===== src/rtl/ppo_pkg.sv =====
package ppo_pkg;
  localparam logic [1:0] OFS_DATA = 2'd0;
  localparam logic [1:0] OFS_CMD  = 2'd3;

  typedef struct packed {
    logic       valid;
    logic [2:0] idx;
    logic       val;
  } bitcmd_t;

  function automatic bitcmd_t decode_bitcmd(input logic [7:0] d);
    bitcmd_t c;
    c.valid = ~d[7];
    c.idx   = d[3:1];
    c.val   = d[0];
    return c;
  endfunction
endpackage


===== src/rtl/ppo_ack_sync.sv =====
module ppo_ack_sync #(
  parameter int STAGES = 2
) (
  input  logic clk,
  input  logic rst,
  input  logic ack_n,
  output logic ack_ev
);
  logic [STAGES-1:0] sh;
  logic              prev;

  for (genvar i = 0; i < STAGES; i++) begin : g_stage
    if (i == 0) begin : g_first
      always_ff @(posedge clk) begin
        if (rst) sh[0] <= 1'b1;
        else     sh[0] <= ack_n;
      end
    end else begin : g_next
      always_ff @(posedge clk) begin
        if (rst) sh[i] <= 1'b1;
        else     sh[i] <= sh[i-1];
      end
    end
  end

  always_ff @(posedge clk) begin
    if (rst) prev <= 1'b1;
    else     prev <= sh[STAGES-1];
  end

  assign ack_ev = prev & ~sh[STAGES-1];
endmodule


===== src/rtl/ppo_ctl_bits.sv =====
module ppo_ctl_bits
  import ppo_pkg::*;
#(
  parameter int IE_BIT  = 6,
  parameter int GP_BIT0 = 4
) (
  input  logic       clk,
  input  logic       rst,
  input  logic       cmd_ev,
  input  logic [7:0] cmd_byte,
  output logic       ie,
  output logic [1:0] gp
);
  localparam logic [2:0] IE_IDX = 3'(IE_BIT);
  localparam logic [2:0] GP_IDX0 = 3'(GP_BIT0);
  localparam logic [2:0] GP_IDX1 = 3'(GP_BIT0 + 1);

  bitcmd_t c;
  assign c = decode_bitcmd(cmd_byte);

  always_ff @(posedge clk) begin
    if (rst) begin
      ie <= 1'b0;
      gp <= 2'b00;
    end else if (cmd_ev && c.valid) begin
      if (c.idx == IE_IDX)  ie    <= c.val;
      if (c.idx == GP_IDX0) gp[0] <= c.val;
      if (c.idx == GP_IDX1) gp[1] <= c.val;
    end
  end
endmodule


===== src/rtl/ppo_handshake.sv =====
module ppo_handshake (
  input  logic clk,
  input  logic rst,
  input  logic wr_data_ev,
  input  logic ack_ev,
  input  logic ie,
  output logic obf_n,
  output logic intr
);
  always_ff @(posedge clk) begin
    if (rst)             obf_n <= 1'b1;
    else if (wr_data_ev) obf_n <= 1'b0;
    else if (ack_ev)     obf_n <= 1'b1;
  end

  always_ff @(posedge clk) begin
    if (rst)                  intr <= 1'b0;
    else if (wr_data_ev)      intr <= 1'b0;
    else if (!ie)             intr <= 1'b0;
    else if (ack_ev && !obf_n) intr <= 1'b1;
  end
endmodule


===== src/rtl/ppo_strobed_out.sv =====
module ppo_strobed_out
  import ppo_pkg::*;
#(
  parameter int DW          = 8,
  parameter int SYNC_STAGES = 2,
  parameter int IE_BIT      = 6,
  parameter int GP_BIT0     = 4
) (
  input  logic          clk,
  input  logic          rst,
  input  logic          cs,
  input  logic          wr,
  input  logic [1:0]    addr,
  input  logic [DW-1:0] wdata,
  input  logic          ack_n,
  output logic [DW-1:0] pdata,
  output logic          obf_n,
  output logic          intr,
  output logic [1:0]    gp_out
);
  logic wr_data_ev;
  logic bit_cmd_ev;
  logic ack_ev;
  logic ie_q;

  assign wr_data_ev = cs & wr & (addr == OFS_DATA);
  assign bit_cmd_ev = cs & wr & (addr == OFS_CMD);

  always_ff @(posedge clk) begin
    if (rst)             pdata <= '0;
    else if (wr_data_ev) pdata <= wdata;
  end

  ppo_ack_sync #(.STAGES(SYNC_STAGES)) u_sync (
    .clk(clk), .rst(rst), .ack_n(ack_n), .ack_ev(ack_ev)
  );

  ppo_ctl_bits #(.IE_BIT(IE_BIT), .GP_BIT0(GP_BIT0)) u_ctl (
    .clk(clk), .rst(rst), .cmd_ev(bit_cmd_ev), .cmd_byte(wdata[7:0]),
    .ie(ie_q), .gp(gp_out)
  );

  ppo_handshake u_hs (
    .clk(clk), .rst(rst), .wr_data_ev(wr_data_ev), .ack_ev(ack_ev),
    .ie(ie_q), .obf_n(obf_n), .intr(intr)
  );
endmodule


===== config.mk =====
export PLATFORM = sky130hd
export DESIGN_NAME = ppo_strobed_out
export DESIGN_NICKNAME = d
export VERILOG_FILES = /design/src/rtl/ppo_pkg.sv /design/src/rtl/ppo_ack_sync.sv /design/src/rtl/ppo_ctl_bits.sv /design/src/rtl/ppo_handshake.sv /design/src/rtl/ppo_strobed_out.sv
export SDC_FILE = /design/constraint.sdc
export NUM_CORES = 1
export LEC_CHECK = 0
export ABC_AREA = 1
export BUFFER_PORTS_ARGS = -buffer_cell sky130_fd_sc_hd__buf_4
export CAP_MARGIN = 25
export CELL_PAD_IN_SITES_DETAIL_PLACEMENT = 1
export CELL_PAD_IN_SITES_GLOBAL_PLACEMENT = 1
export CORE_MARGIN = 8
export CORE_UTILIZATION = 33
export DETAILED_ROUTE_END_ITERATION = 6
export PLACE_DENSITY_LB_ADDON = 0.1
export SYNTH_ARGS = -nofsm -noshare
export SYNTH_HDL_FRONTEND = slang
export SYNTH_SLANG_ARGS = --single-unit

===== constraint.sdc =====
create_clock -name clk -period 2.02 [get_ports clk]
set_input_delay 0.202 -clock clk [delete_from_list [all_inputs] [get_ports clk]]
set_output_delay 0.202 -clock clk [all_outputs]
set_load 0.1 [all_outputs]

### After elaboration in Yosys (flattened, before gate mapping)

Index checks and enable logic that the tools add are counted.

* eq/ne operators: 4
* muxes and demuxes: 2
* bitwise operators: 7
* reductions and logical operators: 9

Operators with widths (count)
* == test 3 bit (second input constant): 3
* AND reduction 2 bit: 3
* AND 1 bit: 4
* NOT 1 bit: 3
* OR reduction 3 bit: 1
* == test 2 bit (second input constant): 1
* logical AND 1 bit: 2
* logical NOT 2 bit: 1
* 2-to-1 mux 1 bit: 2
* nonzero test 2 bit: 1
* logical NOT 1 bit: 1

* register bits after elaboration: 16
* input port bits: 15
* output and inout port bits: 12
* logic and storage cells: 31

### Depth between registers and ports, before layout

Gate-level depths: netlist of run 1.

* depth after elaboration: 4
* gate-level depth with buffers: 6
* mapped depth without buffers: 6

### By module

Synthesis of run 1 repeated with hierarchy kept, for this count alone.

* cell total of the unflattened synthesis: 109
* area, all modules: 743.2 um^2

By module, submodules not included
* ppo_strobed_out: times used 1, cells an instance 57, area each 391.6 um^2, seq. area each 160.2 um^2
* ppo_ctl_bits: times used 1, cells an instance 30, area each 183.9 um^2, seq. area each 60.1 um^2
* ppo_ack_sync: times used 1, cells an instance 12, area each 93.8 um^2, seq. area each 60.1 um^2
* ppo_handshake: times used 1, cells an instance 10, area each 73.8 um^2, seq. area each 40.0 um^2

### Worst setup path before layout of run 1

OpenSTA, ideal clock, no wires.

* kind: flip-flop to flip-flop
* from: reg u_hs.obf_n
* to: reg u_hs.intr
* library setup time: 70 ps
* arrival: 1348 ps
* required time: 1950 ps
* setup slack: 602 ps
* stages on the path, launching flop included: 4
* path buffers: 0
* period minus slack after synthesis: 1418 ps
* cells stage by stage: dfxtp_1 > nand3b_1 > nand2_1 > a21oi_1

* word-level cells in the longest chain between the ends: 2

Ends and longest elaborated chain
* from (decl): line ppo_handshake.sv:7 `output logic obf_n,`
* from (signal assigned): line ppo_handshake.sv:11 `if (rst) obf_n <= 1'b1;`
* from (signal assigned): line ppo_handshake.sv:12 `else if (wr_data_ev) obf_n <= 1'b0;`
* from (signal assigned): line ppo_handshake.sv:13 `else if (ack_ev) obf_n <= 1'b1;`
* logical NOT 1 bit: line ppo_handshake.sv:20 `else if (ack_ev && !obf_n) intr <= 1'b1;`
* logical AND 1 bit: line ppo_handshake.sv:20
* to (signal assigned): line ppo_handshake.sv:18 `else if (wr_data_ev) intr <= 1'b0;`
* to (signal assigned): line ppo_handshake.sv:19 `else if (!ie) intr <= 1'b0;`
* to (signal assigned): line ppo_handshake.sv:20
* to (decl): line ppo_handshake.sv:8 `output logic intr`

Every way passes these cells.
A chain may end at the register's enable or synchronous reset.

### Worst setup path in the final report of run 1

* from: reg pdata[2]
* to: out pdata[2]

RTL lines
* from (decl): line ppo_strobed_out.sv:16 `output logic [DW-1:0] pdata,`
* from (signal assigned): line ppo_strobed_out.sv:31 `else if (wr_data_ev) pdata <= wdata;`

No word-level cell between the ends.

==> results.sh, run 1 <==
export IMPL_result_of_the_run="complete, no violations"
export IMPL_worstPathCellList="buf_4"
export IMPL_relative_contribution_of_sequential_cells_to_total_power=0.505
export IMPL_worst_hold_path_startpoint="ack_n"
export IMPL_detail_route_wirelength_um=1588
export IMPL_antenna_found_initial=0
export IMPL_comb_power_share=0.175
export IMPL_ys_warnings_count=0
export IMPL_synth_async_reset_ratio=0
export IMPL_via_count_of_the_first_global_routing_pass=677
export IMPL_critical_path_top_delay_family="flip-flops"
export IMPL_grt_setup_unrepaired="false"
export IMPL_setup_tns_ns=0
export IMPL_worst_r2r_cell_count=4
export IMPL_regToRegEndpoint="u_hs.intr"
export IMPL_power_density_nw_per_um2=741.0
export IMPL_crit_path_time_final_ns=1.130
export IMPL_fmax_mhz=885.2
export IMPL_ys_flop_type="dfxtp_1"
export IMPL_clock_tree_root_cell="clkbuf_4"
export IMPL_worst_hold_path_endpoint="u_sync.sh[0]"
export IMPL_grt_max_degree=15
export IMPL_avgRoutedWirePerCell_um=11.94
export IMPL_placedCellCount=129
export IMPL_final_cells=133
export IMPL_highest_net_fanout_along_the_worst_path=2
export IMPL_cpPeakStageDelay_ns=0.35
export IMPL_layout_overhead_on_the_synthesized_area_pct=41.62
export IMPL_arrival_ns=0.93
export IMPL_critPathSlowestCell="dfxtp_1"
export IMPL_grtUsageTotal=0.1044
export IMPL_drc_errors=0
export IMPL_max_vdd_ir_drop_mv=0.3275
export IMPL_core_rowCount=15
export IMPL_cts_max_level=1
export IMPL_drive_gt1_frac=0.3426
export IMPL_die_x_um=59.32
export IMPL_initial_core_util=0.3548
export IMPL_setup_viol_count_final=0
export IMPL_gpl_final_weighted_congestion=0.7005
export IMPL_top_cells_by_area_in_the_synthesized_netlist="dfxtp_1 52%, nor2_1 13%, o21ai_0 4.8%"
export IMPL_worst_setup_path_type="reg2out"
export IMPL_clkTransAtPathRegs_ns=0.09
export IMPL_holdPathStages=2
export IMPL_worst_skew_pair_latency_ns=0.28
export IMPL_num_io_pins=27
export IMPL_synth_area_um2=619.3
export IMPL_worst_slew_pin_transition_ns=0.2806
export IMPL_die_height_um=59.32
export IMPL_critPathLaunchType="flip-flop"
export IMPL_antenna_diode_count=0
export IMPL_yosys_register_bits=16
export IMPL_post_synth_top_count_cell="nor2_1"
export IMPL_drt_pre_antenna_iters=4
export IMPL_cts_repair_resize_count=0
export IMPL_post_dp_hpwl_um=1278
export IMPL_regToRegSetupSlack_ns=1.21
export IMPL_clock_buffers_created_by_tritoncts=3
export IMPL_synth_largest_area_cell="dfxtp_1"
export IMPL_tritoncts_num_sinks=16
export IMPL_worst_hold_path_type="in2reg"
export IMPL_synth_edf_count=0
export IMPL_synth_cells=79
export IMPL_fin_skew_ns=0.0001883
export IMPL_core_box_area_um2=1745
export IMPL_slew_viol_final=0
export IMPL_max_cap_violations=0
export IMPL_clockBufferDepth=2
export IMPL_syn_nets=94
export IMPL_layout_filler_cells=223
export IMPL_relSlewSlack=0.8144
export IMPL_die_area_um2=3519
export IMPL_drt_initial_drc_count=7
export IMPL_period_share=0.5593
export IMPL_sw_frac_of_total=0.2765
export IMPL_drt_antenna_violating_nets=0
export IMPL_cellInternalPower_mw=0.4702
export IMPL_cp_end_kind="output port"
export IMPL_post_synth_most_frequent_cells="22 x nor2_1, 16 x dfxtp_1, 8 x nand2_1"
export IMPL_crit_buf_inv=1
export IMPL_regToRegStartpoint="u_sync.sh[1]"
export IMPL_share_clk_of_total_power=0.320
export IMPL_route_detailed_vias_per_inst=4.519
export IMPL_synth_seq_area_share=0.5172
export IMPL_port_buffers=26
export IMPL_post_synth_cell_area_avg_um2=7.840
export IMPL_cts_post_setup_buffers_inserted=0
export IMPL_cts_hold_repair_buffers=0
export IMPL_hold_viol_final=0
export IMPL_worst_ep_required_time_ns=1.82
export IMPL_post_route_cell_area_um2=877.1
export IMPL_design_final_nets=124
export IMPL_grt_first_pass_wirelength_um=2835
export IMPL_tritoncts="built"
export IMPL_yosys_cell_types_count=16
export IMPL_yosysTopAreaCellShare=0.5172
export IMPL_placed_instance_area_um2=840.8
export IMPL_p_sw_mw=0.1797
export IMPL_power_leakage_nw=0.3984
export IMPL_vias=601
export IMPL_overflow=0
-- sequential cells by signal, indices dropped and copies added (netlist names) --
register     flops
pdata            8
u_ctl.gp         2
u_ctl.ie         1
u_hs.intr        1
u_hs.obf_n       1
u_sync.prev      1
u_sync.sh        2
-- layout make-up --
| class | instances | area (µm²) | share of cell area |
|---|---|---|---|
| multi-input combinational | 55 | 262.8 | 0.2996 |
| sequential | 16 | 320.3 | 0.3652 |
| clock buffer | 4 | 36.28 | 0.04137 |
| tap | 25 | 31.28 | 0.03566 |
| timing repair buffer | 26 | 195.2 | 0.2225 |
| inverter | 7 | 31.28 | 0.03566 |
-- worst max-delay path by stage --
stage,start,cells past startpoint,to,slack [ns]
global route,u_hs.obf_n,1,obf_n,0.84
detailed placement,addr[1],5,pdata[5],1.03
CTS,pdata[7],1,pdata[7],0.87
global placement,addr[1],5,pdata[5],1.08
finish,pdata[2],1,pdata[2],0.89
floorplan,u_hs.obf_n,3,u_hs.intr,0.60
-- cell usage in the layout, fill, tap and decap left out --
master    netlist  routed
clkinv_4        1       1
clkbuf_4        0       3
or2_2           2       2
nor2_2          1       1
clkbuf_8        0       1
dfxtp_1        16      16
buf_4           0      26
o21ai_0         6       6
nand3_1         5       5
o21ai_1         3       3
nand3_4         1       1
nand3b_1        1       1
inv_2           1       1
nor2_1         22      22
a21oi_1         5       5
nand2_1         8       8
inv_1           5       5
nor2_4          1       1
-- cells by family after synthesis --
group | count (synthesis) | share of synthesized area
AOI/OAI and AO/OA | 14 | 0.1131
buffers and inverters | 8 | 0.05858
and+or+nand+nor | 41 | 0.3111
DFF | 16 | 0.5172
-- stage by stage --
step | setup WS, ns | power, mW | hold slack [ns] | utilization
CTS | 0.8747 | 0.6607 | 0.09594 | 0.5025
global route | 0.8445 | 0.6831 | 0.09279 | 0.5025
detailed placement | 1.033 | 0.4512 | 0.3961 | 0.4817
global placement | 1.077 | 0.4487 | 0.3870 | 0.4817
floorplan | 0.6019 | 0.4092 | 0.3058 | -
finish | 0.8903 | 0.6499 | 0.1031 | 0.5025
-- per-layer routing --
layer	GRT usage	wire length [µm]	vias to the layer above
met2	0.1895	844	14
met5	0	0	-
met4	0.04096	17	0
met1	0.1074	663	274
met3	0.03254	64	2
li1	-	-	311
-- power groups by stage --
stage	Sequential (mW)	Combinational (mW)	Clock, mW
finish	0.328	0.114	0.208
global route	0.329	0.124	0.229
CTS	0.328	0.116	0.217
detailed placement	0.336	0.116	0
global placement	0.335	0.114	0
floorplan	0.380	0.0287	0
Power figures use the tool's default switching activity.
==> run 2: changes to the inputs <==
--- a/config.mk
+++ b/config.mk
@@ -11,7 +11,7 @@
 export CELL_PAD_IN_SITES_DETAIL_PLACEMENT = 1
 export CELL_PAD_IN_SITES_GLOBAL_PLACEMENT = 1
 export CORE_MARGIN = 8
-export CORE_UTILIZATION = 33
+export CORE_UTILIZATION = 27
 export DETAILED_ROUTE_END_ITERATION = 6
 export PLACE_DENSITY_LB_ADDON = 0.1
 export SYNTH_ARGS = -nofsm -noshare
==> constraint.sdc (replaced) <==
create_clock -name clk -period 0.95 [get_ports clk]
set_input_delay 0.095 -clock clk [delete_from_list [all_inputs] [get_ports clk]]
set_output_delay 0.095 -clock clk [all_outputs]
set_load 0.1 [all_outputs]
==> run 2 against run 1 <==
Compared with the run above:
- total power grew 120%
- combinational power increased by 150%
- design area rose by 21%
- sequential share of layout area is 4.4 points lower
- core utilization fell by 1.8 points
- count of clock-buffer cells in the layout unchanged
- largest cell class is now non-clock buffers
- critical endpoint is now pdata[0]
==> results.sh, run 2 (synthesis gave the netlist of run 1 again) <==
export IMPL_initial_core_util=0.2827
export IMPL_relSlewSlack=0.8590
export IMPL_worst_setup_path_type="reg2out"
export IMPL_regToRegStartpoint="u_hs.obf_n"
export IMPL_drt_antenna_violating_nets=0
export IMPL_drc_errors=0
export IMPL_die_area_um2=4083
export IMPL_grtUsageTotal=0.09347
export IMPL_fin_skew_ns=0.001246
export IMPL_drive_gt1_frac=0.4495
export IMPL_largest_register_ffs=8
export IMPL_worst_slew_pin_transition_ns=0.2111
export IMPL_hold_viol_final=0
export IMPL_layout_filler_cells=261
export IMPL_multi_input_comb_area_um2=262.8
export IMPL_relative_contribution_of_sequential_cells_to_total_power=0.488
export IMPL_worst_hold_path_startpoint="rst"
export IMPL_overflow=0
export IMPL_arrival_ns=0.83
export IMPL_design_final_nets=125
export IMPL_cellInternalPower_mw=1.035
export IMPL_layout_overhead_on_the_synthesized_area_pct=71.31
export IMPL_critPathLaunchType="flip-flop"
export IMPL_die_height_um=63.90
export IMPL_critical_path_top_delay_family="flip-flops"
export IMPL_num_io_pins=27
export IMPL_cpPeakStageDelay_ns=0.37
export IMPL_highest_net_fanout_along_the_worst_path=2
export IMPL_via_count_of_the_first_global_routing_pass=667
export IMPL_vias=603
export IMPL_top_regs="pdata: 8 flops, u_ctl.gp: 2 flops, u_sync.sh: 2 flops"
export IMPL_total_power_mw=1.441
export IMPL_share_clk_of_total_power=0.316
export IMPL_core_rowCount=17
export IMPL_period_share=0.9760
export IMPL_tritoncts_num_sinks=16
export IMPL_worst_skew_pair_latency_ns=0.28
export IMPL_dp_worst_setup_slack_ns=0.05630
export IMPL_post_dp_hpwl_um=1303
export IMPL_setup_viol_count_final=0
export IMPL_antenna_diode_count=0
export IMPL_final_core_util=0.4843
export IMPL_drt_initial_drc_count=8
export IMPL_crit_path_time_final_ns=0.9272
export IMPL_power_leakage_nw=0.4454
export IMPL_max_vdd_ir_drop_mv=0.8943
export IMPL_clock_buffers_created_by_tritoncts=3
export IMPL_final_seq_area_um2=340.3
export IMPL_grt_first_pass_wirelength_um=3042
export IMPL_clkTransAtPathRegs_ns=0.10
export IMPL_critPathLaunch="pdata[0]"
export IMPL_core_box_area_um2=2191
export IMPL_p_sw_mw=0.4059
export IMPL_layout_cells_most_common="nor2_1"
export IMPL_worst_hold_path_type="in2reg"
export IMPL_die_x_um=63.90
export IMPL_clock_tree_root_cell="clkbuf_4"
export IMPL_gpl_final_weighted_congestion=0.6806
export IMPL_port_buffers=26
export IMPL_drt_pre_antenna_iters=3
export IMPL_antenna_found_initial=0
export IMPL_result_of_the_run="complete, no violations"
export IMPL_critPathSlowestCell="dfxtp_2"
export IMPL_cp_end_kind="output port"
export IMPL_grt_setup_unrepaired="true"
export IMPL_clockBufferDepth=2
export IMPL_tritoncts="built"
export IMPL_sw_frac_of_total=0.2817
export IMPL_slew_viol_final=0
export IMPL_comb_power_share=0.195
export IMPL_fmax_mhz=1078
export IMPL_crit_buf_inv=1
export IMPL_avgRoutedWirePerCell_um=12.63
export IMPL_cts_post_setup_buffers_inserted=0
export IMPL_timing_final_ws_setup_ns=0.02277
export IMPL_grt_max_degree=15
export IMPL_max_cap_violations=0
export IMPL_power_density_nw_per_um2=1358
export IMPL_route_detailed_vias_per_inst=4.401
export IMPL_worst_ep_required_time_ns=0.85
export IMPL_cts_max_level=1
export IMPL_detail_route_wirelength_um=1730
export IMPL_worstPathCellList="buf_12"
export IMPL_most_common_layout_cells="22 x nor2_1, 14 x buf_4, 12 x buf_12"
export IMPL_largest_register="pdata"
[run 2: cell types whose count changed in the layout (fill, tap and decap cells not counted), sizes merged]
cell,previous run,this run
dlygate4sd3,0,1
[run 2: power groups by stage]
stage	registers, mW	logic (mW)	clock network, mW
after floorplan	0.812	0.0609	0
after CTS	0.706	0.272	0.470
after global routing	0.707	0.301	0.503
after detailed placement	0.716	0.247	0
final	0.704	0.281	0.456
after global placement	0.715	0.244	0
[run 2: through the flow]
step	instances	instance area [µm²]	setup TNS, ns	hold slack (ns)
after floorplan	79	634.4	-0.1375	0.1988
after global placement	132	859.6	0	0.2799
after detailed placement	132	859.6	0	0.2861
after CTS	137	1011	0	0.006888
after global routing	137	1061	-0.1026	0.01132
final	137	1061	0	0.01413
[run 2: layer usage]
metal / routed length [µm] / vias to the layer above / track usage
li1: - / 311 / -
met1: 691 / 275 / 0.09265
met2: 902 / 15 / 0.1681
met3: 121 / 2 / 0.04704
met4: 14 / 0 / 0.02507
met5: 0 / - / 0
[run 2: layout make-up]
cell class,count,share of cell area
Inverter,7,0.02948
Sequential cell,16,0.3208
Multi-Input combinational cell,55,0.2476
Timing Repair Buffer,27,0.3349
Tap cell,28,0.03302
Clock buffer,4,0.03420
[run 2: repair_timing]
action | 4_1_cts | 5_1_grt
hold endpoints to repair | 1 | 0
gates resized for setup | 27 | 11
hold buffers | 1 | 0
setup endpoints to repair | 12 | 12
[run 2: final timing paths]
check,slack [ns],end,cells past startpoint
worst max-delay path,0.02,pdata[0],1
worst min-delay path,0.01,u_sync.sh[1],2
worst max register to register,0.15,u_hs.intr,3
worst min register to register,0.44,u_sync.prev,2
==> run 3: changes to the inputs <==
--- a/config.mk
+++ b/config.mk
@@ -11,9 +11,10 @@
 export CELL_PAD_IN_SITES_DETAIL_PLACEMENT = 1
 export CELL_PAD_IN_SITES_GLOBAL_PLACEMENT = 1
 export CORE_MARGIN = 8
-export CORE_UTILIZATION = 27
+export CORE_UTILIZATION = 29
 export DETAILED_ROUTE_END_ITERATION = 6
 export PLACE_DENSITY_LB_ADDON = 0.1
 export SYNTH_ARGS = -nofsm -noshare
 export SYNTH_HDL_FRONTEND = slang
+export SYNTH_HIERARCHICAL = 1
 export SYNTH_SLANG_ARGS = --single-unit
==> run 3 against run 2 <==
Compared with the run above:
- sequential power rose by 0.6%
- setup slack improved by 0.0031 ns
- flip-flop and latch count is the same
- hold slack gained 0.053 ns
- largest power group unchanged
- synthesized cell count up 38%
- routed wire length rose by 20%
- register-to-register slack gained 0.06 ns
- count of clock-buffer cells in the layout did not move
- critical endpoint is now obf_n
- first-iteration DRC count down 25%
- sequential share of layout area fell by 3.9 points
- die area is 8.7% higher
- fmax is 0.34% higher
==> results.sh, run 3 <==
export IMPL_result_of_the_run="complete, no violations"
export IMPL_design_final_nets=156
export IMPL_post_synth_most_frequent_cells="21 x inv_1, 20 x nand2_1, 18 x nor2_1"
export IMPL_gpl_final_weighted_congestion=0.7209
export IMPL_yosysTopAreaCellShare=0.4310
export IMPL_drt_initial_drc_count=6
export IMPL_critical_path_top_delay_family="flip-flops"
export IMPL_met2_usage=0.1792
export IMPL_critPathSlowestCell="dfxtp_2"
export IMPL_grtUsageTotal=0.09661
export IMPL_crit_path_time_final_ns=0.9241
export IMPL_die_x_um=66.63
export IMPL_worst_skew_pair_latency_ns=0.28
export IMPL_ys_flop_type="dfxtp_1"
export IMPL_worstPathCellList="buf_12"
export IMPL_tritoncts_num_sinks=16
export IMPL_synth_largest_area_cell="dfxtp_1"
export IMPL_post_synth_cell_area_avg_um2=6.818
export IMPL_critPathLaunchType="flip-flop"
export IMPL_dp_worst_setup_slack_ns=-0.07808
export IMPL_synth_cells=109
export IMPL_total_power_mw=1.488
export IMPL_antenna_diode_count=0
export IMPL_clkTransAtPathRegs_ns=0.09
export IMPL_core_box_area_um2=2455
export IMPL_period_share=0.9728
export IMPL_crit_buf_inv=1
export IMPL_grtUsageMet1=0.1018
export IMPL_most_common_layout_cells="21 x inv_1, 20 x nand2_1, 18 x nor2_1"
export IMPL_antenna_found_initial=0
export IMPL_grt_max_degree=17
export IMPL_detail_route_wirelength_um=2069
export IMPL_overflow=0
export IMPL_yosys_cell_types_count=16
export IMPL_largest_register="pdata"
export IMPL_power_leakage_nw=0.5817
export IMPL_layout_cells_most_common="inv_1"
export IMPL_num_io_pins=27
export IMPL_worst_hold_path_endpoint="u_sync/sh[0]"
export IMPL_regToRegStartpoint="u_sync/prev"
export IMPL_avgRoutedWirePerCell_um=12.17
export IMPL_relSlewSlack=0.8078
export IMPL_setup_viol_count_final=0
export IMPL_hold_slack_ns=0.06763
export IMPL_final_cells=170
export IMPL_yosys_register_bits=16
export IMPL_route_detailed_vias_per_inst=4.429
export IMPL_via_count_of_the_first_global_routing_pass=820
export IMPL_timing_final_ws_setup_ns=0.02588
export IMPL_fin_skew_ns=0.0003074
export IMPL_placedCellCount=165
export IMPL_cts_post_setup_buffers_inserted=0
export IMPL_port_buffers=26
export IMPL_gr_max_usage_layer="met2"
export IMPL_worst_ep_required_time_ns=0.85
export IMPL_post_synth_top_count_cell="inv_1"
export IMPL_vias=753
export IMPL_holdPathStages=3
export IMPL_regToRegEndpoint="u_hs/obf_n"
export IMPL_final_core_util=0.4842
export IMPL_clock_buffers_created_by_tritoncts=3
export IMPL_clockBufferDepth=2
export IMPL_worst_r2r_cell_count=4
export IMPL_hold_viol_final=0
export IMPL_regToRegSetupSlack_ns=0.21
export IMPL_initial_core_util=0.3028
export IMPL_worst_slew_pin_transition_ns=0.2872
export IMPL_die_height_um=66.63
export IMPL_core_rowCount=18
export IMPL_max_cap_violations=0
export IMPL_highest_net_fanout_along_the_worst_path=3
export IMPL_largest_register_ffs=8
export IMPL_ys_warnings_count=6
export IMPL_power_density_nw_per_um2=1252
export IMPL_synth_edf_count=0
export IMPL_grt_use_met3=0.02517
export IMPL_tritoncts="built"
export IMPL_cts_max_level=1
export IMPL_top_regs="pdata: 8 flops, u_ctl/gp: 2 flops, u_sync/sh: 2 flops"
export IMPL_die_area_um2=4439
export IMPL_synth_area_um2=743.2
export IMPL_cpPeakStageDelay_ns=0.37
export IMPL_cp_end_kind="output port"
export IMPL_drt_antenna_violating_nets=0
export IMPL_drt_pre_antenna_iters=3
export IMPL_synth_async_reset_ratio=0
export IMPL_synth_seq_area_share=0.4310
export IMPL_layout_overhead_on_the_synthesized_area_pct=59.93
export IMPL_clock_tree_root_cell="clkbuf_4"
export IMPL_worst_hold_path_startpoint="rst"
export IMPL_drive_gt1_frac=0.3643
export IMPL_syn_nets=124
export IMPL_drc_errors=0
export IMPL_worst_hold_path_type="in2reg"
export IMPL_fmax_mhz=1082
export IMPL_top_cells_by_area_in_the_synthesized_netlist="dfxtp_1 43%, inv_1 11%, nand2_1 10%"
export IMPL_max_vdd_ir_drop_mv=0.8908
export IMPL_worst_setup_path_type="reg2out"
export IMPL_arrival_ns=0.83
export IMPL_slew_viol_final=0
export IMPL_post_dp_hpwl_um=1578
export IMPL_grt_first_pass_wirelength_um=3429
export IMPL_grt_setup_unrepaired="true"
==> run 3: changes by cell type after synthesis, moves of 4 or more <==
cell     before  now
inv_1         5   21
nor2_1       22   18
nand2_1       8   20
a21oi_1       5    9
o21ai_0       6    1
nand3_1       5   11
==> run 3: repair_timing <==
item	in CTS	in global routing
hold buffers	1	0
gates resized for setup	29	7
hold endpoints to repair	1	0
endpoints found under the setup margin	12	9
cloned	0	0
==> run 3: worst max path at each step <==
stage | startpoint | end | cells past startpoint
detailed placement | cs | u_ctl/gp[1] | 8
global route | u_ctl/gp[1] | gp_out[1] | 1
CTS | pdata[7] | pdata[7] | 1
floorplan | u_hs/obf_n | u_hs/intr | 3
global placement | cs | u_ctl/ie | 8
finish | u_hs/obf_n | obf_n | 1
==> run 3: per-stage QoR <==
stage / TNS [ns] / area, µm²
2_1_floorplan: -0.05777 / 758.2
3_3_place_gp: 0 / 992.2
3_5_place_dp: -0.1841 / 992.2
4_1_cts: 0 / 1154
5_1_grt: -0.01188 / 1189
6_report: 0 / 1189
==> run 3: cell type report <==
type	instances	area [µm²]
multi-input combinational	67	306.5
fill	309	1266
sequential	16	335.3
clock buffer	4	36.28
tap	30	37.54
inverter	24	90.09
timing repair buffer	29	382.9
==> run 3: cell families after synthesis <==
kind of cell / count (synthesis) / synth area share
and+or+nand+nor: 57 / 0.3451
buffers and inverters: 26 / 0.1566
DFF: 16 / 0.4310
AOI/OAI and AO/OA: 10 / 0.06733
==> run 3: where the power goes <==
part | switching [mW] | internal (mW)
Sequential | 0.0165 | 0.692
Clock | 0.216 | 0.233
Combinational | 0.198 | 0.133
==> run 3: metal layers <==
layer / up-vias / share of wire
li1: 390 / -
met1: 348 / 0.43
met2: 13 / 0.52
met3: 2 / 0.046
met4: 0 / 0.0058
met5: - / 0
